**src/rtl/qrf_pkg.sv**
```systemverilog
package qrf_pkg;

  typedef struct packed {
    logic load;
    logic isQuery;
  } fmtCtrl_t;

  function automatic int widthLog2(input logic [2:0] w);
    int r;
    r = 0;
    for (int i = 0; i < 3; i++) begin
      if (w[i]) r = i;
    end
    return r;
  endfunction

  function automatic logic [7:0] tableByte(input logic [7:0] i,
                                           input logic [7:0] sizeLog2);
    logic [7:0] b;
    case (i)
      8'h10: b = 8'h51;
      8'h11: b = 8'h52;
      8'h12: b = 8'h59;
      8'h13: b = 8'h01;
      8'h15: b = 8'h31;
      8'h1B: b = 8'h45;
      8'h1C: b = 8'h55;
      8'h27: b = sizeLog2;
      8'h28: b = 8'h02;
      8'h2C: b = 8'h01;
      8'h31: b = 8'h50;
      8'h32: b = 8'h52;
      8'h33: b = 8'h49;
      8'h51: b = 8'hA5;
      default: b = 8'h00;
    endcase
    return b;
  endfunction

endpackage

```
**src/rtl/qrf_ctrl.sv**
```systemverilog
module qrf_ctrl
  import qrf_pkg::*;
(
  input  logic     clk,
  input  logic     rstN,
  input  logic     rdStrobe,
  input  logic     queryMode,
  output fmtCtrl_t ctl,
  output logic     rdValid
);

  always_comb begin
    ctl.load    = rdStrobe;
    ctl.isQuery = queryMode;
  end

  always_ff @(posedge clk) begin
    if (!rstN) rdValid <= 1'b0;
    else       rdValid <= rdStrobe;
  end

  assert_valid_follows_R9: assert property (@(posedge clk) disable iff (!rstN)
    rdStrobe |=> rdValid);
  assert_valid_single_R9: assert property (@(posedge clk) disable iff (!rstN)
    !rdStrobe |=> !rdValid);

endmodule

```
**src/rtl/qrf_lane.sv**
```systemverilog
module qrf_lane
  import qrf_pkg::*;
#(
  parameter int OFF_W       = 16,
  parameter int BUS_BYTES   = 4,
  parameter int TABLE_DEPTH = 82,
  parameter logic [15:0] MFR_CODE  = 16'h00C2,
  parameter logic [15:0] DEV_CODE  = 16'h22A7,
  parameter logic [7:0]  SIZE_LOG2 = 8'h17
) (
  input  logic                   clk,
  input  logic                   rstN,
  input  logic                   isQuery,
  input  logic [OFF_W-1:0]       offset,
  input  logic [2:0]             bankBytes,
  input  logic [2:0]             devBytes,
  input  logic [2:0]             maxDevBytes,
  output logic [8*BUS_BYTES-1:0] laneWord
);

  localparam int DATA_W = 8 * BUS_BYTES;
  localparam int SH_W   = $clog2(2 * $clog2(BUS_BYTES) + 1) + 1;

  logic [SH_W-1:0]   shiftAmt;
  logic [OFF_W-1:0]  idx;
  logic              idxInRange;
  logic [7:0]        tblByte;
  logic [DATA_W-1:0] devResp;

  always_comb begin
    shiftAmt = SH_W'(widthLog2(bankBytes) + widthLog2(maxDevBytes)
                     - widthLog2(devBytes));
    idx        = offset >> shiftAmt;
    idxInRange = idx < OFF_W'(TABLE_DEPTH);
    tblByte    = tableByte(idx[7:0], SIZE_LOG2);
  end

  always_comb begin
    devResp = '0;
    if (isQuery) begin
      if (idxInRange) begin
        if (devBytes == maxDevBytes) begin
          devResp[7:0] = tblByte;
        end else if (devBytes == 3'd1) begin
          for (int j = 0; j < BUS_BYTES; j++) begin
            if (j < int'(maxDevBytes)) devResp[8*j +: 8] = tblByte;
          end
        end
      end
    end else begin
      case (idx[7:0])
        8'd0:    devResp[15:0] = MFR_CODE;
        8'd1:    devResp[15:0] = DEV_CODE;
        default: devResp = '0;
      endcase
    end
  end

  always_comb begin
    laneWord = '0;
    for (int j = 0; j < BUS_BYTES; j++) begin
      if (j < int'(bankBytes)) begin
        laneWord[8*j +: 8] = devResp[8*(j & (int'(devBytes) - 1)) +: 8];
      end
    end
  end

  assert_range_zero_R2: assert property (@(posedge clk) disable iff (!rstN)
    (isQuery && !idxInRange) |-> (laneWord == '0));
  assert_bad_mix_R4: assert property (@(posedge clk) disable iff (!rstN)
    (isQuery && devBytes != maxDevBytes && devBytes != 3'd1) |-> (laneWord == '0));
  assert_byte_mode_fill_R3: assert property (@(posedge clk) disable iff (!rstN)
    (isQuery && bankBytes == 3'd4 && devBytes == 3'd1 && maxDevBytes == 3'd4)
      |-> (laneWord[31:24] == laneWord[7:0] && laneWord[15:8] == laneWord[7:0]));

endmodule

```
**src/rtl/qrf_datapath.sv**
```systemverilog
module qrf_datapath
  import qrf_pkg::*;
#(
  parameter int OFF_W       = 16,
  parameter int BUS_BYTES   = 4,
  parameter int TABLE_DEPTH = 82,
  parameter logic [15:0] MFR_CODE  = 16'h00C2,
  parameter logic [15:0] DEV_CODE  = 16'h22A7,
  parameter logic [7:0]  SIZE_LOG2 = 8'h17
) (
  input  logic                   clk,
  input  logic                   rstN,
  input  fmtCtrl_t               ctl,
  input  logic [OFF_W-1:0]       offset,
  input  logic [2:0]             accBytes,
  input  logic [2:0]             bankBytes,
  input  logic [2:0]             devBytes,
  input  logic [2:0]             maxDevBytes,
  output logic [8*BUS_BYTES-1:0] rdData
);

  localparam int DATA_W = 8 * BUS_BYTES;

  logic [DATA_W-1:0] laneWord [BUS_BYTES];
  logic [DATA_W-1:0] assembled;
  int                numSlices;

  for (genvar k = 0; k < BUS_BYTES; k++) begin : gSlice
    logic [OFF_W-1:0] sliceOff;
    assign sliceOff = offset + OFF_W'(k) * OFF_W'(bankBytes);

    qrf_lane #(
      .OFF_W(OFF_W), .BUS_BYTES(BUS_BYTES), .TABLE_DEPTH(TABLE_DEPTH),
      .MFR_CODE(MFR_CODE), .DEV_CODE(DEV_CODE), .SIZE_LOG2(SIZE_LOG2)
    ) uLane (
      .clk(clk), .rstN(rstN), .isQuery(ctl.isQuery), .offset(sliceOff),
      .bankBytes(bankBytes), .devBytes(devBytes), .maxDevBytes(maxDevBytes),
      .laneWord(laneWord[k])
    );
  end

  always_comb begin
    numSlices = (accBytes > bankBytes)
              ? (int'(accBytes) >> widthLog2(bankBytes)) : 1;
    assembled = '0;
    for (int k = 0; k < BUS_BYTES; k++) begin
      if (k < numSlices) begin
        assembled = assembled | (laneWord[k] << (8 * k * int'(bankBytes)));
      end
    end
  end

  always_ff @(posedge clk) begin
    if (!rstN)         rdData <= '0;
    else if (ctl.load) rdData <= assembled;
  end

  assert_hold_R9: assert property (@(posedge clk) disable iff (!rstN)
    !ctl.load |=> $stable(rdData));
  assert_cfg_pow2_R1: assert property (@(posedge clk) disable iff (!rstN)
    $countones(bankBytes) == 1 && $countones(devBytes) == 1
      && $countones(maxDevBytes) == 1 && $countones(accBytes) == 1
      && devBytes <= maxDevBytes && devBytes <= bankBytes);

endmodule

```
**src/rtl/bank_query_fmt.sv**
```systemverilog
module bank_query_fmt
  import qrf_pkg::*;
#(
  parameter int OFF_W       = 16,
  parameter int BUS_BYTES   = 4,
  parameter int TABLE_DEPTH = 82,
  parameter logic [15:0] MFR_CODE  = 16'h00C2,
  parameter logic [15:0] DEV_CODE  = 16'h22A7,
  parameter logic [7:0]  SIZE_LOG2 = 8'h17
) (
  input  logic                   clk,
  input  logic                   rstN,
  input  logic                   rdStrobe,
  input  logic                   queryMode,
  input  logic [OFF_W-1:0]       offset,
  input  logic [2:0]             accBytes,
  input  logic [2:0]             bankBytes,
  input  logic [2:0]             devBytes,
  input  logic [2:0]             maxDevBytes,
  output logic [8*BUS_BYTES-1:0] rdData,
  output logic                   rdValid
);

  fmtCtrl_t ctl;

  qrf_ctrl uCtrl (
    .clk(clk), .rstN(rstN), .rdStrobe(rdStrobe), .queryMode(queryMode),
    .ctl(ctl), .rdValid(rdValid)
  );

  qrf_datapath #(
    .OFF_W(OFF_W), .BUS_BYTES(BUS_BYTES), .TABLE_DEPTH(TABLE_DEPTH),
    .MFR_CODE(MFR_CODE), .DEV_CODE(DEV_CODE), .SIZE_LOG2(SIZE_LOG2)
  ) uData (
    .clk(clk), .rstN(rstN), .ctl(ctl), .offset(offset), .accBytes(accBytes),
    .bankBytes(bankBytes), .devBytes(devBytes), .maxDevBytes(maxDevBytes),
    .rdData(rdData)
  );

endmodule

```
**config.mk**
```make
export PLATFORM = sky130hd
export DESIGN_NAME = bank_query_fmt
export DESIGN_NICKNAME = d
export VERILOG_FILES = /design/src/rtl/qrf_pkg.sv /design/src/rtl/qrf_ctrl.sv /design/src/rtl/qrf_lane.sv /design/src/rtl/qrf_datapath.sv /design/src/rtl/bank_query_fmt.sv
export SDC_FILE = /design/constraint.sdc
export NUM_CORES = 1
export LEC_CHECK = 0
export BUFFER_PORTS_ARGS = -buffer_cell sky130_fd_sc_hd__buf_2
export CORE_MARGIN = 2
export CORE_UTILIZATION = 33
export DETAILED_ROUTE_END_ITERATION = 7
export PLACE_DENSITY = 0.57
export SYNTH_ARGS = -nofsm -noshare
export SYNTH_HDL_FRONTEND = slang
export SYNTH_HIERARCHICAL = 1
export SYNTH_SLANG_ARGS = --single-unit
```
**constraint.sdc**
```tcl
create_clock -name clk -period 9.1 [get_ports clk]
set_input_delay 1.82 -clock clk [delete_from_list [all_inputs] [get_ports clk]]
set_output_delay 1.82 -clock clk [all_outputs]
set_load 0.005 [all_outputs]
```
==> impl_metrics.yaml, run 1 <==
clock_tree:
  post_cts_buffers: 0
  cts_hold_buf: 0
  cts_buffer_depth: 2
  htree_levels: 2
  clk_pin_slew_ns: 0.06
  cts_root_buffer: "clkbuf_16"
  cts_made_buffers: 5
  cts.sinks: 33
  cts_tree: "built"
  insertion_delay_ns: 0.28
  ctsResizeCount: 0
critical_path:
  r2r_slack_ns: 8.33
  crit_start: "bankBytes[2]"
  worstSetupPathType: "in -> reg"
  cp.arrival_ns: 7.99
  cp.required_ns: 9.26
  r2r_end: "uData/rdData[23]"
  timing.rr.start: "uData/rdData[23]"
  end_kind: "register"
  path_max_fanout: 22
  startpoint_type: "input pin"
  reg2reg_depth: 2
timing:
  setup_viol: 0
  layout_min_cycle_time_ns: 7.84
  fmax_ghz: 0.128
  finalCritPeriodShare_pct: 86.1
  timing.final.ws_setup_ns: 1.26
  skew_ns: 0
  tightest_slew_ns: 1.04
  rsz0062_at_grt: "no"
  max-slew-margin-rel_pct: 30.5
  drv_slew: 0
  hold_viol_final: 0
  fin_tns_setup_ns: 0
floorplan:
  placementRows: 68
  die_w_um: 192
  die_h_um: 192
  core_mm2: 0.0347
  start_util_pct: 33.7
  io_pins: 65
  dieArea_mm2: 0.0370
placement:
  io_buffer_count: 64
  gp_congestion: 0.972
  post-dp-hpwl_um: 33400
  placed_area_mm2: 0.0121
  pre_cts_slack_ns: 1.07
finish:
  nets: 1629
  layout_common_cells: "nor2_1, nand2_1, a21oi_1"
  drive_above_1_share_pct: 14.9
  fill_cells: 3769
  area.growth.synth_to_final_pct: 4.54
  fin_util_pct: 35.3
  final_common_cell: "nor2_1"
  design_area_mm2: 0.0122
  diodes: 0
yosys:
  synth_edf_count: 0
  syn_avg_cell_area_um2: 7.46
  ys_ff_latch: 33
  synth_ff_type: "dfxtp_1"
  yosysWarningCount: 6
  synth_seq_area_share_pct: 5.64
  synth_cells: 1569
  async_flop_share_pct: 0
  synth_cell_types: 100
  synth_fp_nets: 1647
  netlist_area_mm2: 0.0117
status:
  status: "complete, no violations"
global_route:
  busiest_layer: "met2"
  gr-usage-all-layers_pct: 22.5
  use_met1_pct: 33.5
  met3_usage_pct: 3.00
  overflow: 0
  first_global_vias: 11514
  grt_max_degree: 50
  antenna_found_initial: 0
  grt_pass1_wl_um: 66800
  grt_util_met2_pct: 33.7
drt:
  viasPerCell: 6.41
  first_pass_iters: 5
  drc: 0
  ant_nets: 0
  drtIter0Drc: 1463
  drt-total-wl_um: 42700
  vias: 12873
  post_drt_wl_per_cell_um: 21.3
run:
  max-cap-violations: 0
power_and_ir_drop:
  cellLeakagePower_uw: 0.00437
  power.density_mw_per_mm2: 134
  p_total_uw: 1640
  ir_worst_vdd_uv: 79.3
worst_hold_path:
  hp-class: "reg -> reg"
  holdPathEnd: "uData/rdData[7]"
  min-delay-start: "uData/rdData[7]"
  min_path_cells: 2
[routing by layer]
layer	part of all wire, %	up-vias
met5	0	-
met4	3.1	0
met3	8.0	63
met2	42	605
met1	47	6180
li1	-	6025
[synth_stat cells (20+ instances only)]
master / n / area share, %
nand2b_1: 20 / 1.1
mux4_2: 64 / 12
clkbuf_1: 39 / 1.3
dfxtp_1: 33 / 5.6
nand2_1: 134 / 4.3
mux2_2: 20 / 1.9
o21ai_1: 27 / 1.2
inv_1: 66 / 2.1
or3_1: 20 / 1.1
mux2i_1: 62 / 5.3
o211ai_1: 21 / 1.3
xor2_1: 29 / 2.2
a21oi_1: 109 / 4.7
buf_2: 26 / 1.1
o21ai_0: 75 / 3.2
and3_1: 22 / 1.2
a221oi_1: 28 / 2.1
a31oi_1: 28 / 1.5
nor3_1: 54 / 2.3
nand3_1: 49 / 2.1
xnor2_1: 35 / 2.6
ha_1: 36 / 3.8
a22oi_1: 24 / 1.5
nand4_1: 22 / 1.2
nor2_1: 143 / 4.6
nor2b_1: 36 / 1.9
[through the flow]
| stage | std cells | hold slack (ns) |
|---|---|---|
| final | 2007 | 0.534 |
| after global routing | 2007 | 0.569 |
| after CTS | 2007 | 0.528 |
| after detailed placement | 1999 | 0.512 |
| after global placement | 1999 | 0.516 |
| after floorplan | 1569 | 0.514 |
[logic make-up (layout without fill, tap and decap cells)]
group	Yosys count	in the layout	synth area share (%)
and+or+nand+nor	601	601	26.6
AOI/OAI and AO/OA	510	510	30.4
buffers and inverters	167	150	7.12
muxes	146	146	19.5
xor gates and xnor gates	66	66	5.07
adders and majority gates	46	46	5.56
DFF	33	33	5.64
[state kept, by name (all words and copies together), names as in the netlist]
| signal | flops |
|---|---|
| uCtrl/rdValid | 1 |
| uData/rdData | 32 |
[cell type report]
| class | instances | area, um2 | share of cell area, % |
|---|---|---|---|
| flip-flops and latches | 33 | 661 | 5.40 |
| multi-input cells | 1369 | 10200 | 83.4 |
| clock buffers | 5 | 125 | 1.02 |
| repair buffers | 74 | 398 | 3.25 |
| clock inverters | 3 | 17.5 | 0.143 |
| inverters | 68 | 255 | 2.09 |
| well taps | 455 | 569 | 4.65 |
[power by group]
| group | internal [uW] | switching, uW |
|---|---|---|
| registers | 152 | 4.83 |
| logic | 478 | 842 |
| clock network | 100 | 66.4 |
| total | 731 | 914 |
[how the worst max path moves through the flow]
stage,end,cells after the start,slack (ns)
final,uData/rdData[22],18,1.26
after global placement,uData/rdData[22],19,1.19
after detailed placement,uData/rdData[22],18,1.07
after floorplan,uData/rdData[31],23,2.27
after global routing,uData/rdData[22],18,0.70
after CTS,uData/rdData[22],18,1.34
[critical path: stages]
cell,delay (ns)
buf_2,0.50
ha_1,0.35
xor2_1,0.22
inv_1,0.09
fa_1,1.15
mux4_2,0.62
o211a_1,0.15
a211oi_1,0.54
nand3_1,0.43
a211oi_1,0.39
nor2_1,0.18
a31oi_1,0.36
o22a_1,0.19
nor2_1,0.04
mux2i_1,0.19
o22ai_1,0.11
a221oi_1,0.49
a21oi_1,0.13
Note: power is estimated with default switching activity, not from simulation.
==> run 2: changes to the inputs <==
Settings changed: ABC_AREA from default to 1.
==> impl_metrics.yaml, run 2 <==
status:
  status: "complete, no violations"
power_and_ir_drop:
  internal-power_uw: 606
  p_clk_share_pct: 13.2
  ir_worst_vdd_uv: 74.4
  cellLeakagePower_uw: 0.00626
  netSwitchingFraction_pct: 59.0
  power_frac_comb_pct: 76.0
  seqPwrFrac_pct: 10.7
  power.density_mw_per_mm2: 115
  p_sw_uw: 871
yosys:
  netlist_area_mm2: 0.0123
  synth_edf_count: 0
  synth_fp_nets: 2570
  synth_most_common_cell: "nand2_1"
  synth_cell_types: 45
  yosys.area.top_type_share_pct: 27.1
  async_flop_share_pct: 0
  ys_ff_latch: 33
  syn_avg_cell_area_um2: 4.95
  yosysTopAreaCell: "nand2_1"
  synth_common_cells: "nand2_1, nand3_1, nor2_1"
  synth_ff_type: "dfxtp_1"
  synth_seq_area_share_pct: 5.36
  synth.area.top_cells: "nand2_1, nand3_1, nor2_1"
  yosysWarningCount: 6
  synth_cells: 2492
finish:
  regArea_um2: 661
  layout_common_cells: "nand2_1, nand3_1, nor2_1"
  top_register: "uData/rdData"
  reg_top3: "uData/rdData (32), uCtrl/rdValid (1)"
  diodes: 0
  drive_above_1_share_pct: 6.65
  fill_cells: 4223
  design_area_mm2: 0.0129
  area.growth.synth_to_final_pct: 4.26
  multi_input_comb_area_mm2: 0.0103
  nets: 2544
  largest_reg_flops: 32
  final_common_cell: "nand2_1"
global_route:
  gr-usage-all-layers_pct: 23.9
  antenna_found_initial: 0
  grt_max_degree: 72
  grt_pass1_wl_um: 76900
  overflow: 0
  first_global_vias: 14795
critical_path:
  startpoint_type: "input pin"
  cp.required_ns: 9.31
  timing.critical_path.mode_cell: "nand2_1"
  cp.arrival_ns: 7.35
  worstSetupPathType: "in -> reg"
  r2r_slack_ns: 8.38
  slowest_stage: "fa_1"
  slowest_delay_ns: 0.56
  path_max_fanout: 41
  end_kind: "register"
floorplan:
  die_w_um: 197
  dieArea_mm2: 0.0389
  core_mm2: 0.0367
  start_util_pct: 33.6
  die_h_um: 197
  io_pins: 65
  placementRows: 70
clock_tree:
  cts_tree: "built"
  clk_pin_slew_ns: 0.05
  htree_levels: 2
  cts_root_buffer: "clkbuf_16"
  cts_buffer_depth: 2
  cts_hold_buf: 0
  insertion_delay_ns: 0.27
  cts_made_buffers: 5
  cts.sinks: 33
  ctsResizeCount: 0
  post_cts_buffers: 0
drt:
  drtIter0Drc: 1861
  post_drt_wl_per_cell_um: 16.1
  drc: 0
  vias: 16143
  first_pass_iters: 6
  viasPerCell: 5.50
  ant_nets: 0
  drt-total-wl_um: 47200
timing:
  drv_slew: 0
  skew_ns: 0
  layout_min_cycle_time_ns: 7.14
  finalCritPeriodShare_pct: 78.4
  fin_tns_setup_ns: 0
  setup_viol: 0
  fmax_ghz: 0.140
  rsz0062_at_grt: "no"
  max-slew-margin-rel_pct: 30.5
  hold_viol_final: 0
  tightest_slew_ns: 1.03
worst_hold_path:
  hp-class: "reg -> reg"
placement:
  placed_area_mm2: 0.0127
  gp_congestion: 0.978
  io_buffer_count: 64
  post-dp-hpwl_um: 37600
run:
  max-cap-violations: 0
==> run 2: cell types whose count changed after synthesis, moves of 26 or more <==
cell and change:
a31oi_1 -26, nand3_1 +370, nand2_1 +757, inv_1 +111
nor2_1 +145, a21oi_1 +71, mux2i_1 -60, nor2b_1 -36
mux4_2 -64, a221oi_1 -28
==> run 2: area by class of cell <==
cell class	instances	area share [%]
inverters	208	6.15
multi-input cells	2147	79.9
repair buffers	71	2.90
clock buffers	7	1.11
clock inverters	1	0.234
well taps	468	4.56
flip-flops and latches	33	5.14
==> run 2: cell families after synthesis <==
group | count (synthesis) | synth area share (%)
xor gates and xnor gates | 56 | 3.98
AOI/OAI and AO/OA | 315 | 13.8
buffers and inverters | 312 | 11.3
muxes | 2 | 0.162
DFF | 33 | 5.36
adders and majority gates | 46 | 5.28
and+or+nand+nor | 1728 | 60.1
==> run 2: final timing paths <==
kind                    startpoint                to  cells past startpoint
setup / recovery      bankBytes[1]  uData/rdData[26]                     33
hold / removal     uData/rdData[9]   uData/rdData[9]                      2
setup reg to reg  uData/rdData[12]  uData/rdData[12]                      2
hold reg to reg    uData/rdData[9]   uData/rdData[9]                      2
==> run 2: through the flow <==
stage                     total power [uW]  hold WS [ns]  utilization [%]  setup slack, ns  std cells
after detailed placement              1260         0.498             34.5             1.82       2927
after global routing                  1640         0.556             35.0             1.50       2935
after CTS                             1460         0.512             35.0             2.08       2935
after global placement                1260         0.494             34.5             1.79       2927
final                                 1480         0.506             35.0             1.96       2935
after floorplan                       1030         0.503                -             3.40       2492
==> run 2: critical path: cells and delay by family <==
family | cells | cell delay [ns]
compound gates | 4 | 0.83
xor+xnor | 1 | 0.34
fa+ha+maj | 3 | 1.13
buf+inv | 4 | 0.56
simple gates | 21 | 2.61
==> run 2: per-layer routing <==
metal	vias up	track usage (%)	wire, um
li1	8061	-	-
met1	7366	33.6	21400
met2	638	39.6	21500
met3	78	1.55	3010
met4	0	6.32	1290
met5	-	0	0
==> run 2: power by group through the flow <==
stage | Clock (uW) | Combinational [uW] | Sequential [uW]
finish | 196 | 1120 | 158
global route | 203 | 1270 | 159
CTS | 198 | 1100 | 158
detailed placement | 0 | 1100 | 161
global placement | 0 | 1090 | 161
floorplan | 0 | 870 | 161
